<file path="config.mk">
export PLATFORM = sky130hd
export DESIGN_NAME = portcmd_ctl
export DESIGN_NICKNAME = d
export VERILOG_FILES = /design/src/rtl/portcmd_pkg.sv /design/src/rtl/portcmd_ctrl.sv /design/src/rtl/portcmd_dpath.sv /design/src/rtl/portcmd_ctl.sv
export SDC_FILE = /design/constraint.sdc
export NUM_CORES = 1
export LEC_CHECK = 0
export BUFFER_PORTS_ARGS = -buffer_cell sky130_fd_sc_hd__clkbuf_2
export CELL_PAD_IN_SITES_DETAIL_PLACEMENT = 0
export CELL_PAD_IN_SITES_GLOBAL_PLACEMENT = 1
export CORE_ASPECT_RATIO = 0.7
export CORE_UTILIZATION = 35
export CTS_CLUSTER_DIAMETER = 80
export DETAILED_ROUTE_END_ITERATION = 8
export GPL_ROUTABILITY_DRIVEN = 1
export PLACE_DENSITY = 0.74
export SETUP_SLACK_MARGIN = 0.15
export SYNTH_ARGS = -nofsm -noshare
export SYNTH_HDL_FRONTEND = slang
export SYNTH_HIERARCHICAL = 1
export SYNTH_SLANG_ARGS = --single-unit
</file>
<file path="constraint.sdc">
create_clock -name clk -period 1.7 [get_ports clk]
set_clock_uncertainty 0.05 [all_clocks]
set_input_delay 0.085 -clock clk [delete_from_list [all_inputs] [get_ports clk]]
set_output_delay 0.085 -clock clk [all_outputs]
set_load 0.02 [all_outputs]
</file>
<file path="src/rtl/portcmd_pkg.sv">
package portcmd_pkg;
  localparam logic [15:0] CMD_ARM    = 16'h8A00;
  localparam logic [15:0] CMD_SEL0   = 16'h8A01;
  localparam logic [15:0] CMD_SEL1   = 16'h8A02;
  localparam logic [15:0] CMD_COMMIT = 16'h8A80;
  localparam logic [15:0] CMD_DISARM = 16'h8AFF;
  localparam logic [15:0] ARMED_TOKEN = 16'h8A00;

  // Strobes from control to datapath
  typedef struct packed {
    logic clearRegs;
    logic selLoad;
    logic selVal;
    logic shiftIn;
    logic commit;
  } ctlStrobes_t;
endpackage

</file>
<file path="src/rtl/portcmd_ctrl.sv">
module portcmd_ctrl
  import portcmd_pkg::*;
#(
  parameter int ADDR_W = 16,
  parameter int DATA_W = 32,
  parameter int SIZE_W = 3,
  parameter logic [ADDR_W-1:0] CMD_ADDR = 16'h8A00,
  parameter logic [ADDR_W-1:0] DATA_ADDR = 16'h8A01,
  parameter int ACCESS_BYTES = 2
) (
  input  logic              clk,
  input  logic              rstN,
  input  logic              ioWrEn,
  input  logic              ioRdEn,
  input  logic [ADDR_W-1:0] ioAddr,
  input  logic [DATA_W-1:0] ioWrData,
  input  logic [SIZE_W-1:0] ioSize,
  output logic [DATA_W-1:0] ioRdData,
  output logic              armed,
  output ctlStrobes_t       stb
);
  localparam logic [SIZE_W-1:0] SIZE_OK = SIZE_W'(ACCESS_BYTES);

  logic sizeOk, cmdWr, dataWr, cmdRd;
  logic isArm, isSel0, isSel1, isCommit, isDisarm;
  logic armSet, armClr;

  assign sizeOk = (ioSize == SIZE_OK);
  assign cmdWr  = ioWrEn && sizeOk && (ioAddr == CMD_ADDR);
  assign dataWr = ioWrEn && sizeOk && (ioAddr == DATA_ADDR);
  assign cmdRd  = ioRdEn && sizeOk && (ioAddr == CMD_ADDR);

  assign isArm    = (ioWrData == DATA_W'(CMD_ARM));
  assign isSel0   = (ioWrData == DATA_W'(CMD_SEL0));
  assign isSel1   = (ioWrData == DATA_W'(CMD_SEL1));
  assign isCommit = (ioWrData == DATA_W'(CMD_COMMIT));
  assign isDisarm = (ioWrData == DATA_W'(CMD_DISARM));

  assign armSet = cmdWr && !armed && isArm;
  assign armClr = cmdWr && armed && isDisarm;

  always_comb begin
    stb           = '0;
    stb.shiftIn   = dataWr;
    stb.commit    = cmdWr && armed && isCommit;
    stb.clearRegs = armSet || stb.commit;
    stb.selLoad   = cmdWr && armed && (isSel0 || isSel1 || isCommit);
    stb.selVal    = isSel1;
  end

  always_ff @(posedge clk) begin
    if (!rstN) armed <= 1'b0;
    else if (armSet) armed <= 1'b1;
    else if (armClr) armed <= 1'b0;
  end

  assign ioRdData = (cmdRd && armed) ? DATA_W'(ARMED_TOKEN) : '0;
endmodule

</file>
<file path="src/rtl/portcmd_dpath.sv">
module portcmd_dpath
  import portcmd_pkg::*;
#(
  parameter int DATA_W = 32
) (
  input  logic              clk,
  input  logic              rstN,
  input  ctlStrobes_t       stb,
  input  logic [DATA_W/2-1:0] wrHalf,
  output logic              rangeValid,
  output logic [DATA_W-1:0] rangeStart,
  output logic [DATA_W-1:0] rangeEnd
);
  localparam int HALF_W = DATA_W / 2;
  localparam int NUM_REGS = 2;

  logic [NUM_REGS-1:0][DATA_W-1:0] valReg;
  logic selIdx;

  always_ff @(posedge clk) begin
    if (!rstN) begin
      valReg <= '0;
    end else begin
      for (int i = 0; i < NUM_REGS; i++) begin
        if (stb.clearRegs) valReg[i] <= '0;
        else if (stb.shiftIn && (selIdx == 1'(i)))
          valReg[i] <= {valReg[i][HALF_W-1:0], wrHalf};
      end
    end
  end

  always_ff @(posedge clk) begin
    if (!rstN) selIdx <= 1'b0;
    else if (stb.selLoad) selIdx <= stb.commit ? 1'b0 : stb.selVal;
  end

  always_ff @(posedge clk) begin
    if (!rstN) begin
      rangeValid <= 1'b0;
      rangeStart <= '0;
      rangeEnd   <= '0;
    end else begin
      rangeValid <= stb.commit;
      if (stb.commit) begin
        rangeStart <= valReg[0];
        rangeEnd   <= valReg[1];
      end
    end
  end
endmodule

</file>
<file path="src/rtl/portcmd_ctl.sv">
module portcmd_ctl
  import portcmd_pkg::*;
#(
  parameter int ADDR_W = 16,
  parameter int DATA_W = 32,
  parameter int SIZE_W = 3
) (
  input  logic              clk,
  input  logic              rstN,
  input  logic              ioWrEn,
  input  logic              ioRdEn,
  input  logic [ADDR_W-1:0] ioAddr,
  input  logic [DATA_W-1:0] ioWrData,
  input  logic [SIZE_W-1:0] ioSize,
  output logic [DATA_W-1:0] ioRdData,
  output logic              armed,
  output logic              rangeValid,
  output logic [DATA_W-1:0] rangeStart,
  output logic [DATA_W-1:0] rangeEnd
);
  ctlStrobes_t stb;

  portcmd_ctrl #(.ADDR_W(ADDR_W), .DATA_W(DATA_W), .SIZE_W(SIZE_W)) u_ctrl (
    .clk(clk), .rstN(rstN), .ioWrEn(ioWrEn), .ioRdEn(ioRdEn), .ioAddr(ioAddr),
    .ioWrData(ioWrData), .ioSize(ioSize), .ioRdData(ioRdData), .armed(armed),
    .stb(stb)
  );

  portcmd_dpath #(.DATA_W(DATA_W)) u_dpath (
    .clk(clk), .rstN(rstN), .stb(stb), .wrHalf(ioWrData[DATA_W/2-1:0]),
    .rangeValid(rangeValid), .rangeStart(rangeStart), .rangeEnd(rangeEnd)
  );
endmodule

</file>
==> impl_metrics.toml, run 1 <==
[run_status]
outcome = "finished clean"

[global_routing]
grt_pass1_wl_mm = 21.9
grtUsageTotal_pct = 18.0
antenna_found_initial = 0
grt.overflow.total = 0
grt_max_degree = 37
grt_pass1_vias = 4187

[worst_setup_path]
path_class = "input port to flop"
cp_top_family = "simple AND/OR/NAND/NOR gates"
end_kind = "flop"
r2r_end = "u_dpath/valReg[56]"
critPathBufInv = 3
crit_chain = "buf_8, nor4b_4, and4b_2, nand4_1, nor2_4, buf_6, clkbuf_16, mux2i_1, nor2b_1"
rr_worst_depth = 5
slowest_delay_ps = 350
slowest_stage = "nor4b_4"
path_max_fanout = 5
cp.arrival_ps = 1890
r2r_start = "u_ctrl/armed"
crit_required_ps = 1950
regToRegSetupSlack_ps = 260
startpoint_type = "input port"

[timing]
fin_crit_ps = 1640
finalMaxSlewViolations = 0
max_freq_mhz = 611
hold_violations = 0
finalSetupViolCount = 0
fin_ws_ps = 62.2
worst_slew_pin_slew_ps = 556
maxSlewHeadroom_pct = 62.9
rsz0062_at_grt = "true"
post-route-period-util_pct = 96.3

[die]
start_util_pct = 36.2
fp.coreArea_um2 = 14800
die_h_um = 106
rows = 37
ios = 153
fp.dieW_um = 150
dieArea_um2 = 15800

[route]
finalWirelength_mm = 15.2
wl_per_cell_um = 16.1
first_pass_iters = 5
drc = 0
num_vias = 4490
postRouteAntennaNets = 0
drt_iter0_markers = 194
via_per_inst = 4.75

[placement]
place_ws_ps = -452
io_buffer_count = 123
gp_congestion = 0.778
place_area_um2 = 6300
post-dp-hpwl_mm = 9.63

[logic_synthesis]
yosysSeqAreaShare_pct = 48.9
synthTopCellsByArea = "dfxtp_1, mux2i_1, nand2_1, nor2b_1, a21oi_1"
syn_area_per_cell_um2 = 9.28
yosysTopAreaCell = "dfxtp_1"
synth_seq_cells = 131
ys_types = 34
synthCells = 578
synth_top_area_share_pct = 48.9
syn-cell-area_um2 = 5360
yosysWarnings = 6

[worst_hold_path]
hold_start = "ioWrData[14]"
worstHoldPathType = "input port to flop"
holdPathStages = 4
whs_endpoint = "u_dpath/valReg[46]"

[finish]
final-seq-area_um2 = 2620
drive_above_1_share_pct = 31.2
layout_commonest_cell = "nand2_1"
multi_input_area_um2 = 2530
antenna_cells = 0
mostFrequentLayoutCells = "nand2_1, dfxtp_1, clkbuf_2"
nets = 793
n_fill_cell = 1399
fin_area_um2 = 7370
syn_to_final_growth_pct = 37.5
postLayoutCoreUtil_pct = 49.8

[clock_network]
clk_latency_ps = 410
clock_sinks = 131
cts-root-buf = "clkbuf_16"
htreeDepth = 4
cts.clk_slew.worst_paths_ps = 60
cts_tree = "built"
cts_made_buffers = 17
cts_buffer_depth = 2

[pwr]
powerDensity_nw_per_um2 = 971
power_mw = 7.16
irDropWorstVdd_mv = 0.665
power.leakage_nw = 2.76

[run]
cap_viol_max_count = 0
-- report_power, final --
part	total, mW	leakage [nW]	switching (mW)	internal (mW)
clock network	3.74	0.282	1.42	2.32
registers	3.07	1.05	0.000000398	3.07
logic	0.354	1.43	0.204	0.150
-- cells by family (layout without fill, tap and decap cells) --
| logic type | Yosys count | count (layout) | share of synthesized area (%) |
|---|---|---|---|
| compound gates | 70 | 70 | 7.05 |
| xor+xnor | 1 | 1 | 0.163 |
| buf+inv | 69 | 214 | 8.75 |
| flops | 131 | 131 | 48.9 |
| mux | 64 | 64 | 11.9 |
| other cells | 1 | 29 | 0.0699 |
| simple gates | 242 | 242 | 23.1 |
-- layout make-up --
type | instances | area share (%)
clock buffers | 17 | 5.77
repair buffers | 182 | 18.6
clock inverters | 15 | 2.46
well taps | 195 | 3.31
multi-input cells | 406 | 34.3
flip-flops and latches | 131 | 35.6
-- worst reg2reg max path, stage by stage (launching register included) --
cell and delay (ps):
dfxtp_1 320, or2_2 310, a21oi_2 150, nand2b_4 240
buf_12 190, a21oi_1 70
-- metrics by stage --
step / TNS [ps] / cells / hold WS (ps)
2_1_floorplan: 0 / 606 / 171
6_report: 0 / 946 / 1.69
4_1_cts: 0 / 934 / 5.10
3_3_place_gp: -40810 / 893 / 316
3_5_place_dp: -43940 / 893 / 319
5_1_grt: -9.51 / 946 / 4.02
-- synth_stat cells, drive strengths merged --
cell / instances
o41ai: 2
nor4: 6
nand4: 4
dfxtp: 131
and4bb: 1
clkbuf: 9
nor4b: 4
nor3: 2
nand3b: 1
a21oi: 65
nand2b: 3
a21boi: 1
xor2: 1
o211ai: 1
and4b: 1
nand3: 3
and2: 4
mux2i: 64
o21ai: 1
and4: 4
nor4bb: 1
or2: 1
and3: 1
nand2: 135
conb: 1
nor2b: 66
nor2: 5
buf: 60
-- routing by layer --
metal | track usage (%) | part of all wire [%] | up-vias
met3 | 5.19 | 6.6 | 14
li1 | - | - | 2176
met4 | 6.42 | 0.88 | 0
met5 | 0 | 0 | -
met2 | 27.3 | 45 | 147
met1 | 24.3 | 48 | 2153
-- registers in the layout (all words and copies together) (netlist names) --
register            flops
u_dpath/rangeEnd       32
u_dpath/valReg         64
u_dpath/rangeValid      1
u_dpath/selIdx          1
u_dpath/rangeStart     32
u_ctrl/armed            1
-- repair_timing --
action                     in CTS  in global routing
setup buffers                   2                  2
cloned                          1                 10
setup endpoints to repair     113                133
hold buffers                    6                  0
hold endpoints to repair        6                  0
resized for setup               3                 28
pin swaps                       4                  6
-- how the worst max path moves through the flow --
stage | from | to | slack [ps] | depth (start not counted)
finish | ioWrData[14] | u_dpath/rangeStart[0] | 60 | 9
global route | ioWrData[14] | u_dpath/valReg[13] | -5 | 9
CTS | ioWrData[18] | u_dpath/rangeEnd[30] | 70 | 9
detailed placement | ioWrData[12] | u_dpath/rangeStart[14] | -450 | 8
global placement | ioWrData[12] | u_dpath/rangeEnd[23] | -400 | 8
floorplan | ioAddr[13] | u_dpath/rangeStart[10] | 80 | 9
Power figures use the tool's default switching activity.
==> inputs of run 2 (changes only) <==
Settings changed: ABC_AREA set to 1, CORE_UTILIZATION 35 to 34, CTS_BUF_LIST set to sky130_fd_sc_hd__clkbuf_8, PLACE_DENSITY 0.74 to 0.75, REMOVE_ABC_BUFFERS set to 1.
==> impl_metrics.toml, run 2 <==
[logic_synthesis]
synth_ff_type = "dfxtp_1"
yosysSeqAreaShare_pct = 46.9
syn-cell-area_um2 = 5590
synthTopCellsByCount = "nor2_1, dfxtp_1, o21ai_0"
yosysWarnings = 6
yosysTopAreaCell = "dfxtp_1"
synth_seq_cells = 131
ys_types = 24
synth_top_area_share_pct = 46.9
synth_edf_count = 0
synthCells = 772
async_flop_share_pct = 0
synthTopCellsByArea = "dfxtp_1, nor2_1, o21ai_0, buf_4, a21oi_1"
yosysMostFrequentCell = "nor2_1"
syn_area_per_cell_um2 = 7.24

[global_routing]
grt.overflow.total = 0
grtUsageTotal_pct = 17.5
grt_max_degree = 49
antenna_found_initial = 0
grt_pass1_vias = 4808
grt_pass1_wl_mm = 23.4

[placement]
dp.cells = 1100
gp_congestion = 0.812
post-dp-hpwl_mm = 9.44
io_buffer_count = 123
place_ws_ps = 11.7

[timing]
fin_ws_ps = 217
finalSetupViolCount = 0
max_freq_mhz = 674
fin_tns_setup_ps = 0
fin_crit_ps = 1480
hold_violations = 0
rsz0062_at_grt = "true"
post-route-period-util_pct = 87.2
finalMaxSlewViolations = 0

[die]
start_util_pct = 35.4
ios = 153
die_h_um = 109
rows = 38
fp.coreArea_um2 = 15800
fp.dieW_um = 155
dieArea_um2 = 17000

[finish]
antenna_cells = 0
top_register = "u_dpath/valReg"
syn_to_final_growth_pct = 26.8
nets = 971
mostFrequentLayoutCells = "nor2_1, dfxtp_1, clkbuf_2"
layout_commonest_cell = "nor2_1"
largest_reg_flops = 64
n_fill_cell = 1682
fin_cells = 1149
drive_above_1_share_pct = 25.8
reg_top3 = "u_dpath/valReg: 64 flops, u_dpath/rangeEnd: 32 flops, u_dpath/rangeStart: 32 flops"

[route]
finalWirelength_mm = 14.1
wl_per_cell_um = 12.2
drc = 0
num_vias = 5140
drt_iter0_markers = 249
first_pass_iters = 5
postRouteAntennaNets = 0
via_per_inst = 4.47

[worst_setup_path]
end_kind = "flop"
critPathCapture = "u_dpath/valReg[11]"
regToRegSetupSlack_ps = 220
cpMostUsedCell = "buf_4"
crit_required_ps = 1970
rr_worst_depth = 9
critPathBufInv = 3
crit_chain = "buf_4, nor3_4, nand4_1, o21ai_2, buf_4, nor2_4, buf_12, nand2_1, nor2_1"
slowest_delay_ps = 320
cp.depth = 9
startpoint_type = "flop"
cp_top_family = "simple AND/OR/NAND/NOR gates"
cp-startpoint = "u_ctrl/armed"
r2r_end = "u_dpath/valReg[11]"
slowest_stage = "dfxtp_2"
cp.arrival_ps = 1750
r2r_start = "u_ctrl/armed"
path_class = "flop to flop"
path_max_fanout = 27

[clock_network]
cts.clk_slew.worst_paths_ps = 70
cts_buffer_depth = 2
cts_made_buffers = 17
clock_sinks = 131
htreeDepth = 4
cts-root-buf = "clkbuf_8"
clk_latency_ps = 430
cts_tree = "built"

[run_status]
outcome = "finished clean"

[worst_hold_path]
worstHoldPathType = "input port to flop"

[pwr]
power_mw = 6.01
irDropWorstVdd_mv = 0.409
powerDensity_nw_per_um2 = 847
power.leakage_nw = 3.40

[run]
cap_viol_max_count = 0
run 2: changes by cell type in the layout (fill, tap and decap cells not counted), sizes merged, moves of 10 or more:
cell,previous run,this run
a21oi,65,51
dlygate4sd3,6,16
inv,3,65
mux2i,64,0
nand2,135,73
nand3,3,35
nor2,5,236
nor2b,66,0
o21ai,1,98
run 2: metal layers:
layer / track usage [%] / vias up / part of all wire [%]
li1: - / 2658 / -
met1: 25.1 / 2342 / 53
met2: 26.0 / 126 / 41
met3: 4.06 / 14 / 4.7
met5: 0 / - / 0
met4: 4.83 / 0 / 0.91
run 2: worst min-delay path by stage:
| stage | end | cells past startpoint | from |
|---|---|---|---|
| final | u_dpath/valReg[33] | 4 | ioWrData[1] |
| after global routing | u_dpath/valReg[33] | 4 | ioWrData[1] |
| after CTS | u_dpath/valReg[7] | 5 | ioWrData[7] |
| after detailed placement | u_dpath/valReg[37] | 3 | ioWrData[5] |
| after global placement | u_dpath/valReg[37] | 3 | ioWrData[5] |
| after floorplan | u_dpath/rangeValid | 2 | rstN |
run 2: kinds of logic (layout without fill, tap and decap cells):
kind of cell | after synthesis | count (layout) | synth area share (%)
buffers and inverters | 140 | 269 | 13.1
DFF | 131 | 131 | 46.9
AOI/OAI and AO/OA | 149 | 149 | 13.4
other | 1 | 29 | 0.0670
and+or+nand+nor | 351 | 351 | 26.6
run 2: cell type report:
cell class	count	area, um^2	area share (%)
inverter	60	225	3.18
sequential	131	2620	37.0
clock buffer	19	262	3.69
timing repair buffer	177	1170	16.5
clock inverter	13	119	1.68
multi-input combinational	529	2420	34.1
tap	220	275	3.88
run 2: worst reg2reg max path: cells and delay by family (launching register included):
| family | cells | cell delay [ps] |
|---|---|---|
| AO/OA/AOI/OAI | 1 | 80 |
| flip-flops | 1 | 320 |
| buffers and inverters | 3 | 430 |
| AND/OR/NAND/NOR | 5 | 490 |
run 2: metrics by stage:
step | utilization, % | instance area [um^2] | hold slack [ps]
global placement | 41.0 | 6480 | 367
finish | 44.9 | 7090 | 28.5
global route | 44.9 | 7090 | 53.4
detailed placement | 41.0 | 6480 | 359
CTS | 44.6 | 7040 | 4.48
floorplan | - | 5190 | 133
run 2: timing repair:
action                                 CTS  global route
hold buffers                            16             0
resized for setup                        4            19
pin swaps                                1             3
endpoints found under the hold margin   20             0
buffers inserted                         1             0
setup endpoints to repair                3            67
run 2: power by group:
| group | leakage (nW) | switching, mW | internal, mW | total [mW] |
|---|---|---|---|---|
| clock | 0.207 | 1.22 | 1.35 | 2.57 |
| combinational | 2.14 | 0.223 | 0.147 | 0.370 |
| sequential | 1.05 | 0.000000799 | 3.07 | 3.07 |
